## config.mk

```make
export PLATFORM = sky130hd
export DESIGN_NAME = extirq_bank
export DESIGN_NICKNAME = d
export VERILOG_FILES = /design/src/rtl/extirq_pkg.sv /design/src/rtl/extirq_sync.sv /design/src/rtl/extirq_w1sc_reg.sv /design/src/rtl/extirq_detect.sv /design/src/rtl/extirq_bank.sv
export SDC_FILE = /design/constraint.sdc
export NUM_CORES = 1
export LEC_CHECK = 0
export BUFFER_PORTS_ARGS = -buffer_cell sky130_fd_sc_hd__buf_4
export CAP_MARGIN = 40
export CORE_UTILIZATION = 50
export DETAILED_ROUTE_END_ITERATION = 8
export GPL_ROUTABILITY_DRIVEN = 1
export PLACE_DENSITY = 0.69
export SLEW_MARGIN = 5
export SYNTH_ARGS = -nofsm -noshare
export SYNTH_HDL_FRONTEND = slang
export SYNTH_SLANG_ARGS = --single-unit
```

## constraint.sdc

```tcl
create_clock -name clk -period 1.8 [get_ports clk]
set_input_delay 0.27 -clock clk [delete_from_list [all_inputs] [get_ports clk]]
set_output_delay 0.27 -clock clk [all_outputs]
set_load 0.02 [all_outputs]
```

## src/rtl/extirq_pkg.sv

```systemverilog
package extirq_pkg;
   localparam int unsigned MAP_W = 12;
   localparam logic [MAP_W-1:0] A_STATUS   = 12'h000;
   localparam logic [MAP_W-1:0] A_ACK      = 12'h040;
   localparam logic [MAP_W-1:0] A_MASK     = 12'h080;
   localparam logic [MAP_W-1:0] A_MASK_SET = 12'h0C0;
   localparam logic [MAP_W-1:0] A_MASK_CLR = 12'h100;
   localparam logic [MAP_W-1:0] A_MODE     = 12'h140;
   localparam logic [MAP_W-1:0] A_MODE_SET = 12'h180;
   localparam logic [MAP_W-1:0] A_MODE_CLR = 12'h1C0;
   localparam logic [MAP_W-1:0] A_SOFT     = 12'h200;
   localparam logic [MAP_W-1:0] A_SOFT_SET = 12'h240;
   localparam logic [MAP_W-1:0] A_SOFT_CLR = 12'h280;
   localparam logic [MAP_W-1:0] A_POL      = 12'h300;
   localparam logic [MAP_W-1:0] A_POL_SET  = 12'h340;
   localparam logic [MAP_W-1:0] A_POL_CLR  = 12'h380;

   typedef struct packed {
      logic ack;
      logic mask_set;
      logic mask_clr;
      logic mode_set;
      logic mode_clr;
      logic soft_set;
      logic soft_clr;
      logic pol_set;
      logic pol_clr;
   } wr_sel_t;
endpackage

```

## src/rtl/extirq_sync.sv

```systemverilog
module extirq_sync #(
   parameter int unsigned W      = 32,
   parameter int unsigned STAGES = 2
) (
   input  logic         clk,
   input  logic         rst_n,
   input  logic [W-1:0] async_i,
   output logic [W-1:0] sync_o,
   output logic [W-1:0] prev_o
);
   logic [W-1:0] chain_q [STAGES];

   if (STAGES < 2) begin : g_bad_stages
      $error("extirq_sync: STAGES must be at least 2");
   end

   for (genvar s = 0; s < STAGES; s++) begin : g_stage
      if (s == 0) begin : g_first
         always_ff @(posedge clk or negedge rst_n) begin
            if (!rst_n) chain_q[s] <= '0;
            else        chain_q[s] <= async_i;
         end
      end else begin : g_next
         always_ff @(posedge clk or negedge rst_n) begin
            if (!rst_n) chain_q[s] <= '0;
            else        chain_q[s] <= chain_q[s-1];
         end
      end
   end

   always_ff @(posedge clk or negedge rst_n) begin
      if (!rst_n) prev_o <= '0;
      else        prev_o <= chain_q[STAGES-1];
   end

   assign sync_o = chain_q[STAGES-1];
endmodule

```

## src/rtl/extirq_w1sc_reg.sv

```systemverilog
module extirq_w1sc_reg #(
   parameter int unsigned W     = 32,
   parameter logic [W-1:0] RST  = '0
) (
   input  logic         clk,
   input  logic         rst_n,
   input  logic         set_en,
   input  logic         clr_en,
   input  logic [W-1:0] bits_i,
   output logic [W-1:0] q_o
);
   always_ff @(posedge clk or negedge rst_n) begin
      if (!rst_n)      q_o <= RST;
      else if (set_en) q_o <= q_o | bits_i;
      else if (clr_en) q_o <= q_o & ~bits_i;
   end
endmodule

```

## src/rtl/extirq_detect.sv

```systemverilog
module extirq_detect #(
   parameter int unsigned NCH = 32
) (
   input  logic           clk,
   input  logic           rst_n,
   input  logic [NCH-1:0] now_i,
   input  logic [NCH-1:0] prev_i,
   input  logic [NCH-1:0] mode_i,
   input  logic [NCH-1:0] pol_i,
   input  logic [NCH-1:0] soft_i,
   input  logic [NCH-1:0] mask_i,
   input  logic           ack_en,
   input  logic [NCH-1:0] ack_bits,
   output logic [NCH-1:0] hit_o,
   output logic [NCH-1:0] pend_o,
   output logic [NCH-1:0] status_o
);
   for (genvar c = 0; c < NCH; c++) begin : g_ch
      logic rise, fall, active, level_on;

      assign rise     = now_i[c] & ~prev_i[c];
      assign fall     = ~now_i[c] & prev_i[c];
      assign hit_o[c] = ~mode_i[c] & (pol_i[c] ? rise : fall);
      assign level_on = pol_i[c] ? now_i[c] : ~now_i[c];

      always_ff @(posedge clk or negedge rst_n) begin
         if (!rst_n)                       pend_o[c] <= 1'b0;
         else if (hit_o[c])                pend_o[c] <= 1'b1;
         else if (ack_en && ack_bits[c])   pend_o[c] <= 1'b0;
      end

      assign active      = (mode_i[c] ? level_on : pend_o[c]) | soft_i[c];
      assign status_o[c] = active & ~mask_i[c];
   end
endmodule

```

## src/rtl/extirq_bank.sv

```systemverilog
module extirq_bank #(
   parameter int unsigned NCH         = 32,
   parameter int unsigned DATA_W      = 32,
   parameter int unsigned ADDR_W      = 12,
   parameter int unsigned SYNC_STAGES = 2
) (
   input  logic              clk,
   input  logic              rst_n,
   input  logic [NCH-1:0]    pin_i,
   input  logic              wr_en,
   input  logic              rd_en,
   input  logic [ADDR_W-1:0] addr,
   input  logic [DATA_W-1:0] wdata,
   output logic [DATA_W-1:0] rdata,
   output logic              irq_o
);
   import extirq_pkg::*;

   localparam int unsigned PAD = DATA_W - NCH;

   if (NCH < 1 || NCH > DATA_W) begin : g_bad_nch
      $error("extirq_bank: NCH must be 1..DATA_W");
   end
   if (ADDR_W < MAP_W) begin : g_bad_addr
      $error("extirq_bank: ADDR_W too narrow for the register map");
   end

   logic [NCH-1:0] pin_now, pin_prev;
   logic [NCH-1:0] mask_w, mode_w, pol_w, soft_w;
   logic [NCH-1:0] hit_w, pend_w, status_w;
   logic [NCH-1:0] wbits;
   wr_sel_t        wsel;

   assign wbits = wdata[NCH-1:0];

   function automatic logic at(input logic [ADDR_W-1:0] a, input logic [MAP_W-1:0] ofs);
      return a == ADDR_W'(ofs);
   endfunction

   always_comb begin
      wsel          = '0;
      wsel.ack      = wr_en && at(addr, A_ACK);
      wsel.mask_set = wr_en && at(addr, A_MASK_SET);
      wsel.mask_clr = wr_en && at(addr, A_MASK_CLR);
      wsel.mode_set = wr_en && at(addr, A_MODE_SET);
      wsel.mode_clr = wr_en && at(addr, A_MODE_CLR);
      wsel.soft_set = wr_en && at(addr, A_SOFT_SET);
      wsel.soft_clr = wr_en && at(addr, A_SOFT_CLR);
      wsel.pol_set  = wr_en && at(addr, A_POL_SET);
      wsel.pol_clr  = wr_en && at(addr, A_POL_CLR);
   end

   extirq_sync #(.W(NCH), .STAGES(SYNC_STAGES)) u_sync (
      .clk(clk), .rst_n(rst_n), .async_i(pin_i), .sync_o(pin_now), .prev_o(pin_prev)
   );

   extirq_w1sc_reg #(.W(NCH), .RST({NCH{1'b1}})) u_mask (
      .clk(clk), .rst_n(rst_n), .set_en(wsel.mask_set), .clr_en(wsel.mask_clr),
      .bits_i(wbits), .q_o(mask_w)
   );
   extirq_w1sc_reg #(.W(NCH), .RST('0)) u_mode (
      .clk(clk), .rst_n(rst_n), .set_en(wsel.mode_set), .clr_en(wsel.mode_clr),
      .bits_i(wbits), .q_o(mode_w)
   );
   extirq_w1sc_reg #(.W(NCH), .RST('0)) u_pol (
      .clk(clk), .rst_n(rst_n), .set_en(wsel.pol_set), .clr_en(wsel.pol_clr),
      .bits_i(wbits), .q_o(pol_w)
   );
   extirq_w1sc_reg #(.W(NCH), .RST('0)) u_soft (
      .clk(clk), .rst_n(rst_n), .set_en(wsel.soft_set), .clr_en(wsel.soft_clr),
      .bits_i(wbits), .q_o(soft_w)
   );

   extirq_detect #(.NCH(NCH)) u_det (
      .clk(clk), .rst_n(rst_n), .now_i(pin_now), .prev_i(pin_prev),
      .mode_i(mode_w), .pol_i(pol_w), .soft_i(soft_w), .mask_i(mask_w),
      .ack_en(wsel.ack), .ack_bits(wbits),
      .hit_o(hit_w), .pend_o(pend_w), .status_o(status_w)
   );

   logic [NCH-1:0] rd_sel;
   always_comb begin
      rd_sel = '0;
      if      (at(addr, A_STATUS)) rd_sel = status_w;
      else if (at(addr, A_MASK))   rd_sel = mask_w;
      else if (at(addr, A_MODE))   rd_sel = mode_w;
      else if (at(addr, A_SOFT))   rd_sel = soft_w;
      else if (at(addr, A_POL))    rd_sel = pol_w;
   end

   always_ff @(posedge clk or negedge rst_n) begin
      if (!rst_n)     rdata <= '0;
      else if (rd_en) rdata <= DATA_W'(rd_sel);
      else            rdata <= '0;
   end

   assign irq_o = |status_w;
endmodule

```

==> metrics.csv <==
metric;value;unit
DR iter-0 viols;983;
multi-input logic area;4990;um2
Final Slew Violations;0;
register area;7250;um2
worst setup path class;reg -> out;
layout cells sized above 1;28.0;%
Internal;10600;uW
Initial Util;51.0;%
largest family of logic cells by synthesized area;compound AO/OA/AOI/OAI gates;
first-pass GRT wire length;60100;um
Post-Syn Area;12900;um2
max-cap violations;0;
Mapped Nets;1301;
Worst setup EP type;primary output;
CTS Buf Count;30;
failing checks;setup timing;
Flop pwr share;48.9;%
Setup violations, final;1;
Site Rows;58;
htree depth;1;
die width;163;um
Synth Area in Compound Gates;18.9;%
Final ANT Viol Nets;0;
Post-Synth Simple-Gate Area;13.6;%
Layout area overhead;32.7;%
largest net degree at the start of global routing;56;
Cell variety after synth;36;
Startpoint Class;register;
worst IR drop on VDD;0.722;mV
Final Util;67.7;%
synth top area cells;dfrtp_1, a22o_1, nand2_1;
M1 WL;15700;um
synth warn;0;
RSZ-0062 raised after global routing;true;
CP max FO;2;
CP required;1.53;ns
worst rel slew slack;53.6;%
# IOs;113;
clk_skew;0.00792;ns
Cells after Synth;1221;
number of synthesized register bits;288;
commonest cells after routing, fill and taps aside;buf_4, dfrtp_1, nand2_1;
Die H;163;um
TritonRoute pass-1 iters;6;
worst hold path class;in -> reg;
Detailed Place HPWL;24800;um
leakage power;0.00777;uW
period utilization;148;%
Power Dens Cells;800;nW/um2
Hold Violations, Final;0;
Combinational Power Share;6.7;%
Final nets;1626;
min Tclk post-route;2.67;ns
die area;26400;um2
vias after detailed routing;11034;
number of clock sinks;288;
status;finished, violations left;
Post-Synth Adder-Cell Area;0;%
grt total ovfl;0;
Met2 Routed Length;18300;um
largest area contributor in the netlist;dfrtp_1;
Max Used Layer;met4;
worst path setup slack after routing;-0.866;ns
Sw Pwr;3110;uW
DR DRC count;0;
CTS tree;yes;
met3 routed WL;2650;um
most common library cell in the layout ignoring fill and taps;buf_4;
Fin Setup TNS;-0.866;ns
Synth Area in XOR/XNOR;2.24;%
GP Congestion;0.883;
Critical Path AT;2.40;ns
routed len/inst;19.9;um
CTS root buffer;clkbuf_16;
max frequency;375;MHz
Worst-path clk slew;0.06;ns
core area;25300;um2
Vias/cell;5.81;
Seq/Total Area, Yosys;56.2;%
initial antenna violation count;1;
worst skew pair latency;0.56;ns
worst-margin pin slew;0.691;ns
vias in the first global route;11358;
Sw Share;22.7;%
PortBufs;112;
Fillers;1894;
post-synthesis mux area share;3.26;%
Clk pwr share;44.4;%
post-synth top area share;49.7;%
Clock Path Buffers;3;
WL final;37900;um
Mean Syn Cell Area;10.6;um2
Tot GR Track Use;29.4;%
## stage by stage
| stage | setup WS, ns | std cells | power (uW) | hold slack, ns | area, um2 |
|---|---|---|---|---|---|
| 6_report | -0.866 | 1900 | 13700 | 0.0115 | 17100 |
| 5_1_grt | -0.953 | 1900 | 14100 | 0.0163 | 17100 |
| 4_1_cts | -0.873 | 1898 | 13800 | 0.00291 | 17100 |
| 3_5_place_dp | -0.426 | 1790 | 7610 | 0.174 | 15500 |
| 3_3_place_gp | -0.454 | 1790 | 7590 | 0.174 | 15500 |
| 2_1_floorplan | 0.103 | 1221 | 7130 | -0.0256 | 12900 |
## synthesized netlist by cell type (all sizes together)
library cell	instances
a21oi	22
a22o	106
a22oi	32
a311oi	32
and2	2
and3	1
and4b	2
buf	72
clkbuf	25
dfrtp	256
dfstp	32
inv	44
mux2i	42
nand2	234
nand3	23
nand3b	2
nand4	4
nor2	90
nor2b	1
nor3	33
nor3b	1
nor4	12
o21a	32
o21ai	32
o221ai	32
o2bb2ai	22
or2	2
xnor2	1
xor2	32
## critical path, cell delays in order (launching register included)
cell      delay (ns)
dfrtp_1         0.39
xor2_1          0.17
a311oi_1        0.15
nor4_1          0.30
buf_4           0.16
nand4_1         0.19
or2_4           0.33
buf_6           0.13
## layout make-up
class / instances / share of cell area (%)
Timing Repair Buffer: 390 / 19.3
Sequential cell: 288 / 42.4
Antenna cell: 1 / 0.0146
Clock inverter: 6 / 0.212
Clock buffer: 49 / 5.52
Tap cell: 330 / 2.41
Inverter: 44 / 0.966
Multi-Input combinational cell: 792 / 29.2
## worst paths after layout
path	startpoint	end	slack (ns)	cells after the start
min in group asynchronous	rst_n	async pin	0.19	2
max in group asynchronous	rst_n	async pin	0.88	3
hold reg to reg	u_sync.chain_q[59]	u_sync.sync_o[27]	0.35	0
hold / removal	wdata[2]	register	0.01	2
setup / recovery	register	irq_o	-0.87	7
setup reg to reg	u_sync.sync_o[29]	rdata[29]	0.26	4
## cells by family (layout without fill, tap and decap cells)
group / Yosys count / in the layout
other: 0 / 1
buffers and inverters: 141 / 489
and+or+nand+nor: 407 / 407
muxes: 42 / 42
AOI/OAI and AO/OA: 310 / 310
xor gates and xnor gates: 33 / 33
DFF: 288 / 288
## layer usage
metal	up-vias	GRT usage (%)
li1	4985	-
met1	5440	39.3
met2	502	48.8
met3	107	3.64
met4	0	11.7
met5	-	0
## what timing repair did
item                       in CTS  in global routing
gates resized for setup         7                  6
setup endpoints to repair       1                  1
hold endpoints to repair      302                  0
pin swaps                       9                  6
gates cloned                    0                  0
hold buffers                   53                  0
buffers inserted                0                  1
## power groups by stage
stage / clock (uW) / sequential, uW / combinational (uW)
after floorplan: 0 / 6790 / 337
after global placement: 0 / 6800 / 796
after detailed placement: 0 / 6800 / 809
after CTS: 6180 / 6690 / 909
after global routing: 6440 / 6700 / 987
final: 6080 / 6690 / 914
Power figures use the tool's default switching activity.
